## config.mk

```make
export PLATFORM = sky130hd
export DESIGN_NAME = flag_alu
export DESIGN_NICKNAME = d
export VERILOG_FILES = /design/src/rtl/flag_alu_pkg.sv /design/src/rtl/alu_addsub.sv /design/src/rtl/alu_logic.sv /design/src/rtl/alu_result_flags.sv /design/src/rtl/flag_alu.sv
export SDC_FILE = /design/constraint.sdc
export NUM_CORES = 1
export LEC_CHECK = 0
export BUFFER_PORTS_ARGS = -buffer_cell sky130_fd_sc_hd__buf_2
export CAP_MARGIN = 15
export CORE_ASPECT_RATIO = 0.75
export CORE_MARGIN = 5
export CORE_UTILIZATION = 35
export DETAILED_ROUTE_END_ITERATION = 10
export PLACE_DENSITY_LB_ADDON = 0.12
export REMOVE_ABC_BUFFERS = 1
export SYNTH_ARGS = -nofsm -noshare
export SYNTH_HDL_FRONTEND = slang
export SYNTH_SLANG_ARGS = --single-unit
```

## constraint.sdc

```tcl
create_clock -name clk_i -period 0.8 [get_ports clk_i]
set_input_delay 0.08 -clock clk_i [delete_from_list [all_inputs] [get_ports clk_i]]
set_output_delay 0.08 -clock clk_i [all_outputs]
set_load 0.01 [all_outputs]
```

## src/rtl/flag_alu_pkg.sv

```systemverilog
package flag_alu_pkg;
  typedef enum logic [3:0] {
    OP_ADD = 4'd0,
    OP_ADC = 4'd1,
    OP_SUB = 4'd2,
    OP_SBB = 4'd3,
    OP_CMP = 4'd4,
    OP_INC = 4'd5,
    OP_DEC = 4'd6,
    OP_AND = 4'd7,
    OP_OR  = 4'd8,
    OP_XOR = 4'd9,
    OP_STC = 4'd10,
    OP_CLC = 4'd11,
    OP_CMC = 4'd12
  } alu_op_e;

  localparam int unsigned FLAG_W = 16;
  localparam int unsigned CF_BIT = 0;
  localparam int unsigned PF_BIT = 2;
  localparam int unsigned AF_BIT = 4;
  localparam int unsigned ZF_BIT = 6;
  localparam int unsigned SF_BIT = 7;
  localparam int unsigned OF_BIT = 11;

  localparam logic [FLAG_W-1:0] ARITH_MASK =
    FLAG_W'((1 << CF_BIT) | (1 << PF_BIT) | (1 << AF_BIT) |
            (1 << ZF_BIT) | (1 << SF_BIT) | (1 << OF_BIT));

  typedef struct packed {
    logic of;
    logic sf;
    logic zf;
    logic af;
    logic pf;
    logic cf;
  } arith_flags_t;
endpackage

```

## src/rtl/alu_addsub.sv

```systemverilog
module alu_addsub #(
  parameter int unsigned DATA_W = 16,
  parameter int unsigned BYTE_W = 8
) (
  input  logic [DATA_W-1:0] a_i,
  input  logic [DATA_W-1:0] b_i,
  input  logic              sub_i,
  input  logic              cin_i,
  input  logic              byte_i,
  output logic [DATA_W-1:0] sum_o,
  output logic              cf_o,
  output logic              af_o,
  output logic              of_o
);
  localparam int unsigned NIB_W = 4;

  logic [DATA_W-1:0] a_m, b_m, bb;
  logic              c_eff;
  logic [NIB_W:0]    s_nib;
  logic [DATA_W:0]   s_full;
  logic              co;
  logic              a_s, b_s, r_s;

  always_comb begin
    a_m   = byte_i ? {{(DATA_W-BYTE_W){1'b0}}, a_i[BYTE_W-1:0]} : a_i;
    b_m   = byte_i ? {{(DATA_W-BYTE_W){1'b0}}, b_i[BYTE_W-1:0]} : b_i;
    bb    = sub_i ? ~b_m : b_m;
    if (byte_i) bb[DATA_W-1:BYTE_W] = '0;
    // subtract as a + ~b + !borrow
    c_eff = sub_i ? ~cin_i : cin_i;
    s_nib = {1'b0, a_m[NIB_W-1:0]} + {1'b0, bb[NIB_W-1:0]} + {{NIB_W{1'b0}}, c_eff};
    s_full = {1'b0, a_m} + {1'b0, bb} + {{DATA_W{1'b0}}, c_eff};
    if (byte_i) begin
      sum_o = {{(DATA_W-BYTE_W){1'b0}}, s_full[BYTE_W-1:0]};
      co    = s_full[BYTE_W];
      a_s   = a_m[BYTE_W-1];
      b_s   = bb[BYTE_W-1];
      r_s   = s_full[BYTE_W-1];
    end else begin
      sum_o = s_full[DATA_W-1:0];
      co    = s_full[DATA_W];
      a_s   = a_m[DATA_W-1];
      b_s   = bb[DATA_W-1];
      r_s   = s_full[DATA_W-1];
    end
    cf_o = co ^ sub_i;
    af_o = s_nib[NIB_W] ^ sub_i;
    of_o = (a_s == b_s) && (r_s != a_s);
  end
endmodule

```

## src/rtl/alu_logic.sv

```systemverilog
module alu_logic #(
  parameter int unsigned DATA_W = 16,
  parameter int unsigned BYTE_W = 8
) (
  input  logic [DATA_W-1:0] a_i,
  input  logic [DATA_W-1:0] b_i,
  input  logic [1:0]        sel_i,
  input  logic              byte_i,
  output logic [DATA_W-1:0] res_o
);
  logic [DATA_W-1:0] raw;

  always_comb begin
    unique case (sel_i)
      2'd0:    raw = a_i & b_i;
      2'd1:    raw = a_i | b_i;
      default: raw = a_i ^ b_i;
    endcase
    res_o = raw;
    if (byte_i) res_o[DATA_W-1:BYTE_W] = '0;
  end
endmodule

```

## src/rtl/alu_result_flags.sv

```systemverilog
module alu_result_flags #(
  parameter int unsigned DATA_W = 16,
  parameter int unsigned BYTE_W = 8
) (
  input  logic [DATA_W-1:0] res_i,
  input  logic              byte_i,
  output logic              pf_o,
  output logic              zf_o,
  output logic              sf_o
);
  always_comb begin
    pf_o = ~^res_i[BYTE_W-1:0];
    if (byte_i) begin
      zf_o = (res_i[BYTE_W-1:0] == '0);
      sf_o = res_i[BYTE_W-1];
    end else begin
      zf_o = (res_i == '0);
      sf_o = res_i[DATA_W-1];
    end
  end
endmodule

```

## src/rtl/flag_alu.sv

```systemverilog
module flag_alu
  import flag_alu_pkg::*;
#(
  parameter int unsigned DATA_W = 16,
  parameter int unsigned BYTE_W = 8
) (
  input  logic              clk_i,
  input  logic              rst_ni,
  input  logic              valid_i,
  input  logic [3:0]        op_i,
  input  logic              byte_i,
  input  logic [DATA_W-1:0] a_i,
  input  logic [DATA_W-1:0] b_i,
  input  logic [FLAG_W-1:0] flags_i,
  output logic              valid_o,
  output logic [DATA_W-1:0] result_o,
  output logic              result_we_o,
  output logic [FLAG_W-1:0] flags_o
);
  logic              is_arith, is_logic, is_incdec, is_sub, use_cin, we_d;
  logic [1:0]        log_sel;
  logic [DATA_W-1:0] b_op, sum, log_res, res_d;
  logic              as_cf, as_af, as_of;
  logic              pf, zf, sf;
  arith_flags_t      af_set;
  logic [FLAG_W-1:0] flags_d;

  always_comb begin
    is_arith  = 1'b0;
    is_logic  = 1'b0;
    is_incdec = 1'b0;
    is_sub    = 1'b0;
    use_cin   = 1'b0;
    log_sel   = 2'd0;
    unique case (op_i)
      OP_ADD:         is_arith = 1'b1;
      OP_ADC:         begin is_arith = 1'b1; use_cin = 1'b1; end
      OP_SUB, OP_CMP: begin is_arith = 1'b1; is_sub = 1'b1; end
      OP_SBB:         begin is_arith = 1'b1; is_sub = 1'b1; use_cin = 1'b1; end
      OP_INC:         begin is_arith = 1'b1; is_incdec = 1'b1; end
      OP_DEC:         begin is_arith = 1'b1; is_incdec = 1'b1; is_sub = 1'b1; end
      OP_AND:         begin is_logic = 1'b1; log_sel = 2'd0; end
      OP_OR:          begin is_logic = 1'b1; log_sel = 2'd1; end
      OP_XOR:         begin is_logic = 1'b1; log_sel = 2'd2; end
      default:        ;
    endcase
    b_op = is_incdec ? DATA_W'(1) : b_i;
  end

  alu_addsub #(.DATA_W(DATA_W), .BYTE_W(BYTE_W)) u_addsub (
    .a_i    (a_i),
    .b_i    (b_op),
    .sub_i  (is_sub),
    .cin_i  (use_cin & flags_i[CF_BIT]),
    .byte_i (byte_i),
    .sum_o  (sum),
    .cf_o   (as_cf),
    .af_o   (as_af),
    .of_o   (as_of)
  );

  alu_logic #(.DATA_W(DATA_W), .BYTE_W(BYTE_W)) u_logic (
    .a_i    (a_i),
    .b_i    (b_i),
    .sel_i  (log_sel),
    .byte_i (byte_i),
    .res_o  (log_res)
  );

  always_comb begin
    if (is_arith)      res_d = sum;
    else if (is_logic) res_d = log_res;
    else               res_d = '0;
  end

  alu_result_flags #(.DATA_W(DATA_W), .BYTE_W(BYTE_W)) u_rflags (
    .res_i  (res_d),
    .byte_i (byte_i),
    .pf_o   (pf),
    .zf_o   (zf),
    .sf_o   (sf)
  );

  always_comb begin
    af_set.cf = flags_i[CF_BIT];
    af_set.pf = flags_i[PF_BIT];
    af_set.af = flags_i[AF_BIT];
    af_set.zf = flags_i[ZF_BIT];
    af_set.sf = flags_i[SF_BIT];
    af_set.of = flags_i[OF_BIT];
    if (is_arith) begin
      if (!is_incdec) af_set.cf = as_cf;
      af_set.af = as_af;
      af_set.of = as_of;
      af_set.pf = pf;
      af_set.zf = zf;
      af_set.sf = sf;
    end else if (is_logic) begin
      af_set.cf = 1'b0;
      af_set.af = 1'b0;
      af_set.of = 1'b0;
      af_set.pf = pf;
      af_set.zf = zf;
      af_set.sf = sf;
    end else begin
      unique case (op_i)
        OP_STC:  af_set.cf = 1'b1;
        OP_CLC:  af_set.cf = 1'b0;
        OP_CMC:  af_set.cf = ~flags_i[CF_BIT];
        default: ;
      endcase
    end
    flags_d         = flags_i & ~ARITH_MASK;
    flags_d[CF_BIT] = af_set.cf;
    flags_d[PF_BIT] = af_set.pf;
    flags_d[AF_BIT] = af_set.af;
    flags_d[ZF_BIT] = af_set.zf;
    flags_d[SF_BIT] = af_set.sf;
    flags_d[OF_BIT] = af_set.of;
    we_d = is_logic | (is_arith & (op_i != OP_CMP));
  end

  always_ff @(posedge clk_i or negedge rst_ni) begin
    if (!rst_ni) begin
      valid_o     <= 1'b0;
      result_we_o <= 1'b0;
      result_o    <= '0;
      flags_o     <= '0;
    end else begin
      valid_o     <= valid_i;
      result_we_o <= valid_i & we_d;
      if (valid_i) begin
        result_o <= res_d;
        flags_o  <= flags_d;
      end
    end
  end
endmodule

```

==> out/results.ini, run 1 <==
[worst_setup_path]
reg2reg_slack_ns=-0.08
worst-setup-path-type=in2reg
r2r_end=result_o[10]
cp.required_ns=1.01
crit_fanout=4
worstSetupStartpointType=input port
r2r_cells=2
crit_arrival_ns=3.51
critPathCaptureType=flop
r2r-start=result_o[10]

[floorplan]
die_h_um=100.1
num_io_pins=90
core_area_um2=10410
die_area_um2=13020
initial_core_util_pct=36.38
std_cell_rows=32
die_w_um=130.1

[yosys]
synthTopCellsByCount=ha_1 (51), nor2_1 (46), nand2_1 (42), o21ai_0 (42), inv_1 (39)
synthArstFlopShare_pct=100.0
synth-seq-cells=34
synth_top_area_share_pct=22.46
synth.avg_cell_area_um2=8.024
synthFlopType=dfrtp_1
yosysTopAreaCell=dfrtp_1
synthCells=472
yosysMostFrequentCell=ha_1
yosys_warnings=0
ys_seq_area_share_pct=22.46
synth_cell_types=60
synthTopCellsByArea=dfrtp_1 (22%), ha_1 (17%), o21ai_0 (5.6%)
syn_area_um2=3787
synth_edf_count=0

[timing]
period_minus_slack_ns=3.297
drv_slew=0
finalSetupViolCount=56
hold_violations=0
rsz0062_at_grt=yes
hold-worst-slack_ns=0.02099
tns_ns=-42.82
worstMarginPinSlew_ns=0.4406
setup_slack_ns=-2.497
clock_skew_ns=0
timing.fmax_mhz=303.3
period_share_pct=412.1
relSlewSlack_pct=70.52

[place]
hpwl_um=10290
gp_congestion=0.9380
io_buffers=89
place_ws_ns=-2.956

[clocking]
cts.sinks=34
tritoncts=yes
clkTransAtPathRegs_ns=0.06
clkLatencyLatePin_ns=0.28
clock_path_buffers=2
root_buffer=clkbuf_16
cts_inserted_buffers=5
cts.htree.levels=2

[global_routing]
grt_max_degree=37
antenna_found_initial=0
grt_pass1_vias=4296
grt_use_total_pct=21.04
grt_first_pass_wirelength_um=21850
gr-total-overflow=0

[power]
p_sw_share_pct=34.11
switching_power_w=0.003423
vdd_drop_max_uv=770.8
powerDensity_nw_per_um2=1528
p_clk_share_pct=26.0
p_leak_nw=3.293
combPwrFrac_pct=53.4
total_power_w=0.01004
seq_power_share_pct=20.6
p_int_w=0.006612

[job]
maxCapViolCount=0

[detailed_routing]
vias=4338
drtPass1Iterations=4
wl_um=14000
drtAntennaViolNets=0
first_iter_violations=299
wl_per_cell_um=16.47
drt_drc_violations_left=0
vias_per_cell=5.104

[layout]
diodes=0
utilization_pct=63.10
drive_above_1_share_pct=53.22
fin_nets=822
area_growth_pct=73.44

[outcome]
violations=setup timing
status=complete, but fails checks

[min_path]
whs_endpoint=flags_o[12]
hp-class=in2reg
holdPathStages=2
hold_start=flags_i[12]

==> worst max-delay path by stage <==
| stage | startpoint | endpoint | slack, ns |
|---|---|---|---|
| 3_5_place_dp | op_i[0] | flags_o[6] | -2.96 |
| 6_report | op_i[0] | flags_o[6] | -2.50 |
| 4_1_cts | op_i[1] | flags_o[6] | -2.43 |
| 3_3_place_gp | op_i[0] | flags_o[7] | -2.83 |
| 2_1_floorplan | op_i[2] | flags_o[6] | -3.31 |
| 5_1_grt | op_i[0] | flags_o[6] | -2.73 |
==> per-stage QoR <==
stage                     instances  cell area (µm²)
after detailed placement        808             5346
after CTS                       838             6103
after global routing            850             6569
final                           850             6569
after global placement          808             5346
after floorplan                 448             3677
==> state kept, by name, indices dropped and copies added (netlist names) <==
name / cells
result_o: 16
valid_o: 1
result_we_o: 1
flags_o: 16
==> final cells by class <==
class	instances	area [µm²]
Sequential cell	34	850.8
Tap cell	136	170.2
Fill cell	902	3841
Clock inverter	3	68.82
Clock buffer	5	125.1
Multi-Input combinational cell	375	3279
Inverter	39	146.4
Timing Repair Buffer	258	1928
==> worst max-delay path, stage by stage <==
cell and delay [ns]:
buf_12 0.11, xor2_2 0.16, and3_4 0.22, nor2_4 0.04
xnor2_2 0.14, fa_2 0.39, buf_6 0.14, a211oi_4 0.28
o21bai_2 0.13, o21ai_2 0.21, xor2_2 0.24, a21oi_2 0.11
inv_1 0.12, ha_4 0.13, and4_1 0.19, o311ai_2 0.11
nor4_1 0.29, buf_4 0.16, o2111ai_2 0.09, o21ai_1 0.17
==> cell usage in the layout, fill, tap and decap left out, drive strengths merged, types with 11 or more instances in the layout <==
cell	count
a21o	11
a21oi	39
buf	257
dfrtp	34
ha	51
inv	39
mux2	15
nand2	43
nor2	46
o21ai	48
or3	11
xnor2	15
==> cell families after synthesis <==
group	synth area share [%]
flops	22.46
compound gates	24.91
fa+ha+maj	17.91
simple gates	16.22
xor+xnor	5.682
mux	6.046
buf+inv	6.772
==> routing by layer <==
layer,up-vias,wire length [µm],global-route usage [%]
li1,2150,-,-
met1,2063,6690,30.77
met2,120,6394,32.90
met3,5,851,3.138
met4,0,63,4.233
met5,-,0,0
==> power groups by stage <==
| stage | registers (W) | clock network (W) | logic (W) |
|---|---|---|---|
| finish | 0.00207 | 0.00261 | 0.00536 |
| global route | 0.00210 | 0.00275 | 0.00579 |
| CTS | 0.00205 | 0.00265 | 0.00466 |
| detailed placement | 0.00209 | 0 | 0.00386 |
| global placement | 0.00208 | 0 | 0.00382 |
| floorplan | 0.00221 | 0 | 0.00179 |
==> what timing repair did <==
item | in CTS | in global routing
gates resized for setup | 95 | 80
hold buffers | 1 | 0
hold endpoints to repair | 34 | 0
pin swaps | 56 | 75
buffers inserted | 25 | 20
setup endpoints to repair | 57 | 65
Note: power is estimated with default switching activity, not from simulation.
==> inputs of run 2 (changes only) <==
--- a/config.mk
+++ b/config.mk
@@ -5,12 +5,14 @@
 export SDC_FILE = /design/constraint.sdc
 export NUM_CORES = 1
 export LEC_CHECK = 0
-export BUFFER_PORTS_ARGS = -buffer_cell sky130_fd_sc_hd__buf_2
 export CAP_MARGIN = 15
 export CORE_ASPECT_RATIO = 0.75
 export CORE_MARGIN = 5
 export CORE_UTILIZATION = 35
+export CTS_CLUSTER_DIAMETER = 40
 export DETAILED_ROUTE_END_ITERATION = 10
+export DONT_BUFFER_PORTS = 1
+export GPL_ROUTABILITY_DRIVEN = 0
 export PLACE_DENSITY_LB_ADDON = 0.12
 export REMOVE_ABC_BUFFERS = 1
 export SYNTH_ARGS = -nofsm -noshare
==> run 2 against run 1 <==
- the flow finishes with violations (hold timing, setup timing)
- core utilization decreased by 4.4 points
- combinational power decreased by 6.9%
- clock skew unchanged
- critical endpoint unchanged
- fmax increased by 7.0%
- non-clock buffer count decreased by 95
- global-route usage decreased by 0.11 points
==> out/results.ini, run 2 (synthesized netlist as in run 1, its figures left out) <==
[outcome]
status=complete, but fails checks
violations=hold timing, setup timing

[clocking]
tritoncts=yes
root_buffer=clkbuf_16
clock_path_buffers=2  ; unchanged
cts.htree.levels=2  ; unchanged
cts.sinks=34  ; unchanged
clkLatencyLatePin_ns=0.28  ; about the same
cts_inserted_buffers=5  ; unchanged
cts_hold_buf=11  ; +10
clkTransAtPathRegs_ns=0.06  ; about the same

[global_routing]
antenna_found_initial=0  ; unchanged
grt_max_degree=43  ; +16%
grt_pass1_vias=4217  ; -1.8%
gr-total-overflow=0  ; unchanged
grt_first_pass_wirelength_um=21680  ; -0.79%
grt_use_total_pct=20.92  ; -0.11 points

[job]
maxCapViolCount=0  ; unchanged

[timing]
clock_skew_ns=0  ; unchanged
period_minus_slack_ns=3.081  ; -0.2159 ns
finalSetupViolCount=54  ; -3.6%
relSlewSlack_pct=70.15  ; -0.36 points
timing.fmax_mhz=324.6  ; +7.0%
tns_ns=-39.37  ; +3.447 ns
hold-worst-slack_ns=-0.5151  ; -0.5361 ns
period_share_pct=385.1  ; -27 points
drv_slew=0  ; unchanged
setup_slack_ns=-2.281  ; +0.2159 ns
hold_violations=59  ; +59
rsz0062_at_grt=yes
worstMarginPinSlew_ns=0.4407  ; +0.0001249 ns

[detailed_routing]
wl_um=13690  ; -2.2%
wl_per_cell_um=18.13  ; +10%
vias=4098  ; -5.5%
first_iter_violations=196  ; -34%
vias_per_cell=5.428  ; +6.4%
drtPass1Iterations=5  ; +1
drt_drc_violations_left=0  ; unchanged
drtAntennaViolNets=0  ; unchanged

[place]
hpwl_um=9399  ; -8.7%
place_inst=707  ; -13%
io_buffers=0  ; -100%
place_ws_ns=-2.865  ; +0.09051 ns

[floorplan]
std_cell_rows=32  ; unchanged
die_area_um2=13020  ; unchanged
num_io_pins=90  ; unchanged
core_area_um2=10410  ; unchanged
die_w_um=130.1  ; unchanged
die_h_um=100.1  ; unchanged
initial_core_util_pct=36.38  ; unchanged

[worst_setup_path]
critPathCaptureType=flop
cp.required_ns=1.00  ; about the same
crit_arrival_ns=3.28  ; -0.23 ns
worstSetupStartpointType=input port
crit_fanout=42  ; +38
critPathLaunch=op_i[0]
r2r_cells=2  ; unchanged
r2r-start=flags_o[11]
worst-setup-path-type=in2reg

[layout]
top_regs=flags_o: 16 flops, result_o: 16 flops
final_common_cell=buf_4
drive_above_1_share_pct=42.33  ; -11 points
final_cell_mix=buf_4 (92), buf_6 (55), ha_1 (44)
diodes=0  ; unchanged
area_growth_pct=61.38
register_area_um2=850.8  ; unchanged
fillers=865  ; -4.1%
fin_cells=755  ; -11%
fin_nets=727  ; -12%
multi_input_area_um2=3253  ; -0.80%

[power]
total_power_w=0.009115  ; -9.2%
powerDensity_nw_per_um2=1491  ; -2.4%
vdd_drop_max_uv=743.0  ; -3.6%
p_leak_nw=2.893  ; -12%

[min_path]
hp-class=in2async

[run 2: changes by cell type in the layout (fill, tap and decap cells not counted), moves of 4 or more]
cell and change:
a21oi_1 +7, a21oi_2 -7, buf_2 -82, buf_4 -47, buf_6 +28, dlygate4sd3_1 +10, xnor2_2 -4
[run 2: routing by layer]
metal | track usage [%] | share of wire, %
met5 | 0 | 0
met4 | 5.990 | 1.5
met3 | 4.149 | 6.6
met2 | 33.96 | 47
met1 | 28.25 | 45
[run 2: path summary, 6_finish.rpt]
| kind | endpoint | slack, ns |
|---|---|---|
| setup reg to reg | flags_o[11] | -0.09 |
| min in group clk_i | valid_o | -0.16 |
| setup / recovery | flags_o[6] | -2.28 |
| max in group asynchronous | result_o[5] | 1.22 |
| hold / removal | result_o[10] | -0.52 |
| hold reg to reg | result_o[0] | 0.51 |
[run 2: worst max-delay path, cell delays in order]
cell	delay (ns)
xor2_4	0.16
and3_4	0.23
nor2_4	0.04
xnor2_2	0.13
fa_2	0.38
fa_2	0.38
a21oi_4	0.18
buf_6	0.12
nor2b_4	0.03
nor2_4	0.11
xor2_1	0.18
a21o_1	0.20
ha_4	0.14
and4_1	0.21
o311ai_1	0.15
nor4_4	0.21
o2111ai_1	0.17
o21ai_1	0.16
[run 2: through the flow]
| stage | instance area, µm² | utilization (%) |
|---|---|---|
| floorplan | 3677 | - |
| global placement | 4786 | 45.97 |
| detailed placement | 4786 | 45.97 |
| CTS | 5833 | 56.03 |
| global route | 6112 | 58.71 |
| finish | 6112 | 58.71 |
[run 2: layout make-up]
type | instances | area share (%)
flip-flops and latches | 34 | 13.92
multi-input cells | 375 | 53.22
inverters | 39 | 2.395
clock buffers | 6 | 2.272
repair buffers | 163 | 25.20
clock inverters | 2 | 0.2047
well taps | 136 | 2.784
[run 2: report_power, final]
| group | switching [W] | internal [W] | total, W |
|---|---|---|---|
| Clock | 0.000775 | 0.00123 | 0.00201 |
| Sequential | 0.000168 | 0.00195 | 0.00212 |
| Combinational | 0.00218 | 0.00280 | 0.00499 |
[run 2: what timing repair did]
| item | 4_1_cts | 5_1_grt |
|---|---|---|
| buffers inserted | 29 | 10 |
| gates resized for setup | 129 | 50 |
| endpoints found under the setup margin | 54 | 55 |
| pin swaps | 45 | 23 |
| gates cloned | 2 | 0 |
| hold endpoints to repair | 60 | 59 |
